==> src/rtl/cpm_pkg.sv <==
package cpm_pkg;

  // Register numbers used by this mapper (low address nibble).
  localparam logic [3:0] RNUM_PRG16 = 4'd1;
  localparam logic [3:0] RNUM_PRG8  = 4'd2;
  localparam logic [3:0] RNUM_WRAM  = 4'd3;
  localparam int         IRQ_BIT    = 5;
  localparam int         NUM_RNUM   = 16;

  typedef enum logic [2:0] {
    RGN_NONE,
    RGN_ROM16,
    RGN_ROM8,
    RGN_ROMTOP,
    RGN_WRAM,
    RGN_XRAM,
    RGN_REGS
  } region_e;

  // Region of an address; bit 14 is ignored for the mirrored windows.
  function automatic region_e classify(input logic [15:0] a);
    region_e r;
    r = RGN_NONE;
    if (a[15]) begin
      unique case (a[14:13])
        2'b00, 2'b01: r = RGN_ROM16;
        2'b10:        r = RGN_ROM8;
        default:      r = RGN_ROMTOP;
      endcase
    end else if (a[14:13] == 2'b11) begin
      r = RGN_WRAM;
    end else if (!a[13] && a[12]) begin
      r = a[11] ? RGN_REGS : RGN_XRAM;
    end
    return r;
  endfunction

endpackage

==> src/rtl/cpm_decode.sv <==
module cpm_decode
  import cpm_pkg::*;
(
  input  logic        clk,
  input  logic        rst_n,
  input  logic [15:0] addr,
  input  logic        rw,
  input  logic        m2,
  input  logic        m2_fall,
  output logic        reg_wr_en,
  output logic        reg_rd_en,
  output logic        rom_sel,
  output logic        ram_sel,
  output logic        ram_we,
  output logic        xram_sel,
  output logic        xram_we
);

  region_e rgn;
  logic    upper_win;
  logic    is_rom;

  assign rgn       = classify(addr);
  assign upper_win = addr[14];
  assign is_rom    = (rgn == RGN_ROM16) || (rgn == RGN_ROM8) || (rgn == RGN_ROMTOP);

  always_comb begin
    rom_sel   = is_rom && rw;
    ram_sel   = (rgn == RGN_WRAM);
    ram_we    = ram_sel && !rw && m2;
    xram_sel  = (rgn == RGN_XRAM) && (!rw || upper_win);
    xram_we   = (rgn == RGN_XRAM) && !rw && m2;
    reg_wr_en = (rgn == RGN_REGS) && !rw && m2_fall;
    reg_rd_en = (rgn == RGN_REGS) && rw && upper_win && m2;
  end

  AST_SEL_EXCLUSIVE: assert property (@(posedge clk) disable iff (!rst_n)
    $onehot0({rom_sel, ram_sel, xram_sel, reg_rd_en}));

  AST_XRAM_WE_IS_WRITE: assert property (@(posedge clk) disable iff (!rst_n)
    xram_we |-> (xram_sel && !rw));

endmodule

==> src/rtl/cpm_regs.sv <==
module cpm_regs
  import cpm_pkg::*;
#(
  parameter int PRG_BW  = 5,
  parameter int WRAM_BW = 3
) (
  input  logic                 clk,
  input  logic                 rst_n,
  input  logic                 wr_en,
  input  logic [3:0]           rnum,
  input  logic [7:0]           din,
  output logic [7:0]           rd_data,
  output logic [NUM_RNUM-1:0]  wstb,
  output logic [PRG_BW-1:0]    prg16_bank,
  output logic [PRG_BW-1:0]    prg8_bank,
  output logic [WRAM_BW-1:0]   wram_bank,
  output logic                 irq_latch
);

  localparam int FIRST_R = 1;
  localparam int LAST_R  = 3;

  logic [7:0] reg_q [FIRST_R:LAST_R];

  assign wstb = wr_en ? (NUM_RNUM'(1) << rnum) : '0;

  for (genvar gi = FIRST_R; gi <= LAST_R; gi++) begin : g_reg
    always_ff @(posedge clk) begin
      if (!rst_n)
        reg_q[gi] <= '0;
      else if (wstb[gi])
        reg_q[gi] <= din;
    end
  end

  always_comb begin
    unique case (rnum)
      RNUM_PRG16: rd_data = reg_q[1];
      RNUM_PRG8:  rd_data = reg_q[2];
      RNUM_WRAM:  rd_data = reg_q[3];
      default:    rd_data = '0;
    endcase
  end

  assign prg16_bank = reg_q[1][PRG_BW-1:0];
  assign prg8_bank  = reg_q[2][PRG_BW-1:0];
  assign wram_bank  = reg_q[3][WRAM_BW-1:0];
  assign irq_latch  = reg_q[2][IRQ_BIT];

  AST_STROBE_ONEHOT: assert property (@(posedge clk) disable iff (!rst_n)
    $onehot0(wstb));

  AST_IRQ_FROM_WRITE: assert property (@(posedge clk) disable iff (!rst_n)
    wstb[2] |=> (irq_latch == $past(din[IRQ_BIT])));

  AST_BANK_HOLD: assert property (@(posedge clk) disable iff (!rst_n)
    !wstb[1] |=> $stable(prg16_bank));

  AST_RAMBANK_HOLD: assert property (@(posedge clk) disable iff (!rst_n)
    !wr_en |=> $stable(wram_bank));

endmodule

==> src/rtl/cpm_addr.sv <==
module cpm_addr #(
  parameter int PRG_BW  = 5,
  parameter int WRAM_BW = 3,
  localparam int ROM_AW = 14 + PRG_BW,
  localparam int RAM_AW = 13 + WRAM_BW
) (
  input  logic [14:0]         addr,
  input  logic [PRG_BW-1:0]   prg16_bank,
  input  logic [PRG_BW-1:0]   prg8_bank,
  input  logic [WRAM_BW-1:0]  wram_bank,
  output logic [ROM_AW-1:0]   rom_addr,
  output logic [RAM_AW-1:0]   ram_addr
);

  // ROM address for a CPU address in the upper half of the map.
  function automatic logic [ROM_AW-1:0] rom_map(input logic [14:0] a,
                                                input logic [PRG_BW-1:0] b16,
                                                input logic [PRG_BW-1:0] b8);
    logic [ROM_AW-1:0] r;
    unique case (a[14:13])
      2'b00, 2'b01: r = {b16, a[13:0]};
      2'b10:        r = {b8, 1'b0, a[12:0]};
      default:      r = {{(PRG_BW + 1){1'b1}}, a[12:0]};
    endcase
    return r;
  endfunction

  function automatic logic [RAM_AW-1:0] ram_map(input logic [12:0] a,
                                                input logic [WRAM_BW-1:0] b);
    return {b, a};
  endfunction

  assign rom_addr = rom_map(addr, prg16_bank, prg8_bank);
  assign ram_addr = ram_map(addr[12:0], wram_bank);

endmodule

==> src/rtl/cart_prg_mapper.sv <==
module cart_prg_mapper #(
  parameter int PRG_BW  = 5,
  parameter int WRAM_BW = 3,
  localparam int ROM_AW = 14 + PRG_BW,
  localparam int RAM_AW = 13 + WRAM_BW
) (
  input  logic              clk,
  input  logic              rst_n,
  input  logic [15:0]       cpu_addr,
  input  logic [7:0]        cpu_din,
  input  logic              cpu_rw,
  input  logic              cpu_m2,
  output logic [7:0]        cpu_dout,
  output logic              cpu_doe,
  output logic              rom_sel,
  output logic [ROM_AW-1:0] rom_addr,
  output logic              ram_sel,
  output logic              ram_we,
  output logic [RAM_AW-1:0] ram_addr,
  output logic              xram_sel,
  output logic              xram_we,
  output logic [7:0]        xram_addr,
  output logic [15:0]       reg_wstb,
  output logic              irq_n
);

  logic               m2_q;
  logic               m2_fall;
  logic               reg_wr_en;
  logic               reg_rd_en;
  logic [7:0]         rd_data;
  logic [PRG_BW-1:0]  prg16_bank;
  logic [PRG_BW-1:0]  prg8_bank;
  logic [WRAM_BW-1:0] wram_bank;
  logic               irq_latch;

  always_ff @(posedge clk) begin
    if (!rst_n) m2_q <= 1'b0;
    else        m2_q <= cpu_m2;
  end

  assign m2_fall = m2_q && !cpu_m2;

  cpm_decode u_decode (
    .clk       (clk),
    .rst_n     (rst_n),
    .addr      (cpu_addr),
    .rw        (cpu_rw),
    .m2        (cpu_m2),
    .m2_fall   (m2_fall),
    .reg_wr_en (reg_wr_en),
    .reg_rd_en (reg_rd_en),
    .rom_sel   (rom_sel),
    .ram_sel   (ram_sel),
    .ram_we    (ram_we),
    .xram_sel  (xram_sel),
    .xram_we   (xram_we)
  );

  cpm_regs #(.PRG_BW(PRG_BW), .WRAM_BW(WRAM_BW)) u_regs (
    .clk        (clk),
    .rst_n      (rst_n),
    .wr_en      (reg_wr_en),
    .rnum       (cpu_addr[3:0]),
    .din        (cpu_din),
    .rd_data    (rd_data),
    .wstb       (reg_wstb),
    .prg16_bank (prg16_bank),
    .prg8_bank  (prg8_bank),
    .wram_bank  (wram_bank),
    .irq_latch  (irq_latch)
  );

  cpm_addr #(.PRG_BW(PRG_BW), .WRAM_BW(WRAM_BW)) u_addr (
    .addr       (cpu_addr[14:0]),
    .prg16_bank (prg16_bank),
    .prg8_bank  (prg8_bank),
    .wram_bank  (wram_bank),
    .rom_addr   (rom_addr),
    .ram_addr   (ram_addr)
  );

  assign cpu_doe   = reg_rd_en;
  assign cpu_dout  = reg_rd_en ? rd_data : 8'h00;
  assign xram_addr = cpu_addr[7:0];
  assign irq_n     = !irq_latch;

  AST_LOWER_NO_DRIVE: assert property (@(posedge clk) disable iff (!rst_n)
    cpu_doe |-> (cpu_addr[14] && cpu_rw));

  AST_MID_LOW_HALF: assert property (@(posedge clk) disable iff (!rst_n)
    (rom_sel && cpu_addr[14:13] == 2'b10) |-> !rom_addr[13]);

  AST_TOP_FIXED: assert property (@(posedge clk) disable iff (!rst_n)
    (rom_sel && cpu_addr[14:13] == 2'b11) |-> (&rom_addr[ROM_AW-1:13]));

  AST_WRITE_NEEDS_FALL: assert property (@(posedge clk) disable iff (!rst_n)
    (|reg_wstb) |-> (m2_q && !cpu_rw));

endmodule

==> config.mk <==
export PLATFORM = sky130hd
export DESIGN_NAME = cart_prg_mapper
export DESIGN_NICKNAME = d
export VERILOG_FILES = /design/src/rtl/cpm_pkg.sv /design/src/rtl/cpm_decode.sv /design/src/rtl/cpm_regs.sv /design/src/rtl/cpm_addr.sv /design/src/rtl/cart_prg_mapper.sv
export SDC_FILE = /design/constraint.sdc
export NUM_CORES = 1
export LEC_CHECK = 0
export ABC_AREA = 1
export BUFFER_PORTS_ARGS = -buffer_cell sky130_fd_sc_hd__buf_2
export CAP_MARGIN = 5
export CORE_MARGIN = 2
export CORE_UTILIZATION = 48
export DETAILED_ROUTE_END_ITERATION = 8
export HOLD_SLACK_MARGIN = 0.02
export PLACE_DENSITY = 0.85
export SLEW_MARGIN = 30
export SYNTH_ARGS = -nofsm -noshare
export SYNTH_HDL_FRONTEND = slang
export SYNTH_SLANG_ARGS = --single-unit
==> constraint.sdc <==
create_clock -name clk -period 5.01 [get_ports clk]
set_clock_uncertainty 0.15 [all_clocks]
set_input_delay 1.002 -clock clk [delete_from_list [all_inputs] [get_ports clk]]
set_output_delay 1.002 -clock clk [all_outputs]
set_load 0.05 [all_outputs]
==> impl_metrics.tcl <==
set metrics [dict create \
    endpoint_kind "primary output" \
    antenna_left 0 \
    grt_pass1_vias 1444 \
    gp_congestion 0.8569 \
    rsz0062_at_grt "no" \
    critPathArrivalTime_ns 2.42 \
    clk_pin_slew_ns 0.08 \
    die_area_mm2 0.004379 \
    diodes 0 \
    maxCapViolations 0 \
    synth_top_area_frac 0.3884 \
    drive_gt1_frac 0.3500 \
    synth_area_mm2 0.001856 \
    synth-main-ff-cell "edfxtp_1" \
    yosysUniqueCellTypes 22 \
    cts.repair.resized 0 \
    vias_per_cell 4.875 \
    insertion_delay_ns 0.26 \
    reg2reg_to "u_regs.reg_q[0][20]" \
    drcViolationCount 0 \
    final_cells 328 \
    wirelength_um 3967 \
    synthToLayoutAreaGrowth_pct 11.13 \
    numPortBuffers 76 \
    crit_required_ns 3.86 \
    outcome "complete, no violations" \
    clockBufferDepth 2 \
    min_period_over_period 0.7128 \
    fin_tns_setup_ns 0 \
    min_path_type "reg -> reg" \
    grt_overflow_total 0 \
    start_util 0.5031 \
    hold_viol 0 \
    report.final.slew_viol_count 0 \
    synth.largest_area_cell "edfxtp_1" \
    max_freq_ghz 0.2800 \
    core_mm2 0.003689 \
    vdd_drop_max_v 0.0001676 \
    grt.total_usage 0.1898 \
    crit_start "cpu_addr[2]" \
    synth_nets 266 \
    drtPass1Iterations 4 \
    vias 1599 \
    endpoint "cpu_dout[6]" \
    cts.sinks 25 \
    gr-usage-met2 0.3375 \
    route.detailed.wl_per_inst_um 12.09 \
    clock-root-buffer "clkbuf_8" \
    r2r_slack_ns 3.18 \
    top_level_ports 102 \
    synth.avg_cell_area_um2 7.796 \
    dp_hpwl_um 3089 \
    fin_nets 309 \
    r2r_cells 4 \
    cp-start-kind "primary input" \
    synth_edf_count 24 \
    ctsHtreeMaxLevel 1 \
    globalRouteMet3Util 0.04089 \
    top_usage_layer "met2" \
    drt_iter0_drc 87 \
    setup_viol_count_final 0 \
    crit_type "in -> out" \
    grt_pass1_wl_um 6196 \
    min_period_ns 3.571 \
    power.leakage_nw 1.142 \
    power.density_mw_per_mm2 220.2 \
    tritoncts "done" \
    die_w_um 66.18 \
    finalPower_mw 0.4540 \
    gr-usage-met1 0.2120 \
    yosysSeqAreaShare 0.3992 \
    syn_inst 238 \
    tightest_slew_ns 0.8023 \
    synth-async-reset-ratio 0 \
    synth_area_leaders "edfxtp_1 (39%), buf_4 (15%), nor2_1 (9.9%), inv_1 (7.7%), nand2_1 (7.1%)" \
    postCtsSetupRepairBufs 0 \
    cp_max_fo 12 \
    yosys_warnings 0 \
    antenna_found_initial 0 \
    maxSlewHeadroom 0.4615 \
    grt_max_degree 14 \
    ctsHoldBuffers 0 \
    post-place-cells 324 \
    final_util 0.5590 \
    reg2reg_from "m2_q" \
    numCtsBuffers 3 \
    dieHeight_um 66.18 \
    rows 22 \
    synth_seq_cells 25 \
]
cell type report:
type | instances | area (um^2)
fillers | 351 | 1627
flip-flops and latches | 25 | 740.7
multi-input cells | 131 | 660.6
repair buffers | 78 | 395.4
inverters | 42 | 160.2
well taps | 48 | 60.06
clock buffers | 4 | 45.04
cells in the final DEF (no fill, tap or decap), drive strengths merged:
cell / n
a21oi: 6
nand2: 37
buf: 78
nand4: 4
inv: 42
edfxtp: 24
clkbuf: 4
dfxtp: 1
nand3: 23
nor3: 3
o21ai: 3
nor2: 55
power by group:
group          internal, mW  switching, mW
clock network        0.0568         0.0577
registers             0.233        0.00221
logic                0.0221         0.0819
total                 0.312          0.142
worst min path at each step:
stage                     cells past startpoint  from             endpoint
after global placement                        4  m2_q  u_regs.reg_q[0][10]
after detailed placement                      4  m2_q  u_regs.reg_q[0][10]
final                                         4  m2_q  u_regs.reg_q[0][11]
after global routing                          4  m2_q  u_regs.reg_q[0][10]
after floorplan                               4  m2_q  u_regs.reg_q[0][10]
after CTS                                     4  m2_q  u_regs.reg_q[0][10]
kinds of logic after synthesis:
family / count (synthesis) / synth area share
AOI/OAI and AO/OA: 9 / 0.02427
DFF: 25 / 0.3992
and+or+nand+nor: 122 / 0.3318
buffers and inverters: 82 / 0.2448
worst max-delay path, stage by stage:
cell and delay (ns):
buf_2 0.15, nor2_1 0.62, nand3_1 0.15, nand3_1 0.12, nand2_1 0.07, inv_1 0.06
buf_2 0.25
layer usage:
layer | vias up | part of all wire
met2 | 92 | 0.50
met1 | 710 | 0.39
met4 | 0 | 0.019
li1 | 790 | -
met3 | 7 | 0.10
met5 | - | 0
sequential cells by signal, indices dropped and copies added, names as in the netlist:
signal / cells
m2_q: 1
u_regs.reg_q: 24
per-stage QoR:
step / setup slack, ns / hold slack, ns / area [um^2]
2_1_floorplan: 1.342 / 0.6624 / 1856
3_3_place_gp: 1.452 / 0.7121 / 2017
3_5_place_dp: 1.415 / 0.7126 / 2017
4_1_cts: 1.413 / 0.7203 / 2062
5_1_grt: 1.272 / 0.7717 / 2062
6_report: 1.439 / 0.7176 / 2062
Yosys cell counts (3+ instances only):
cell	count
buf_4	38
o21ai_0	3
nor2_4	4
nand4_4	3
nor3_1	3
inv_2	3
edfxtp_1	24
nand2_1	35
nor2_1	49
nand3_1	22
inv_1	38
a21oi_1	6
(Power assumes the default switching activity.)
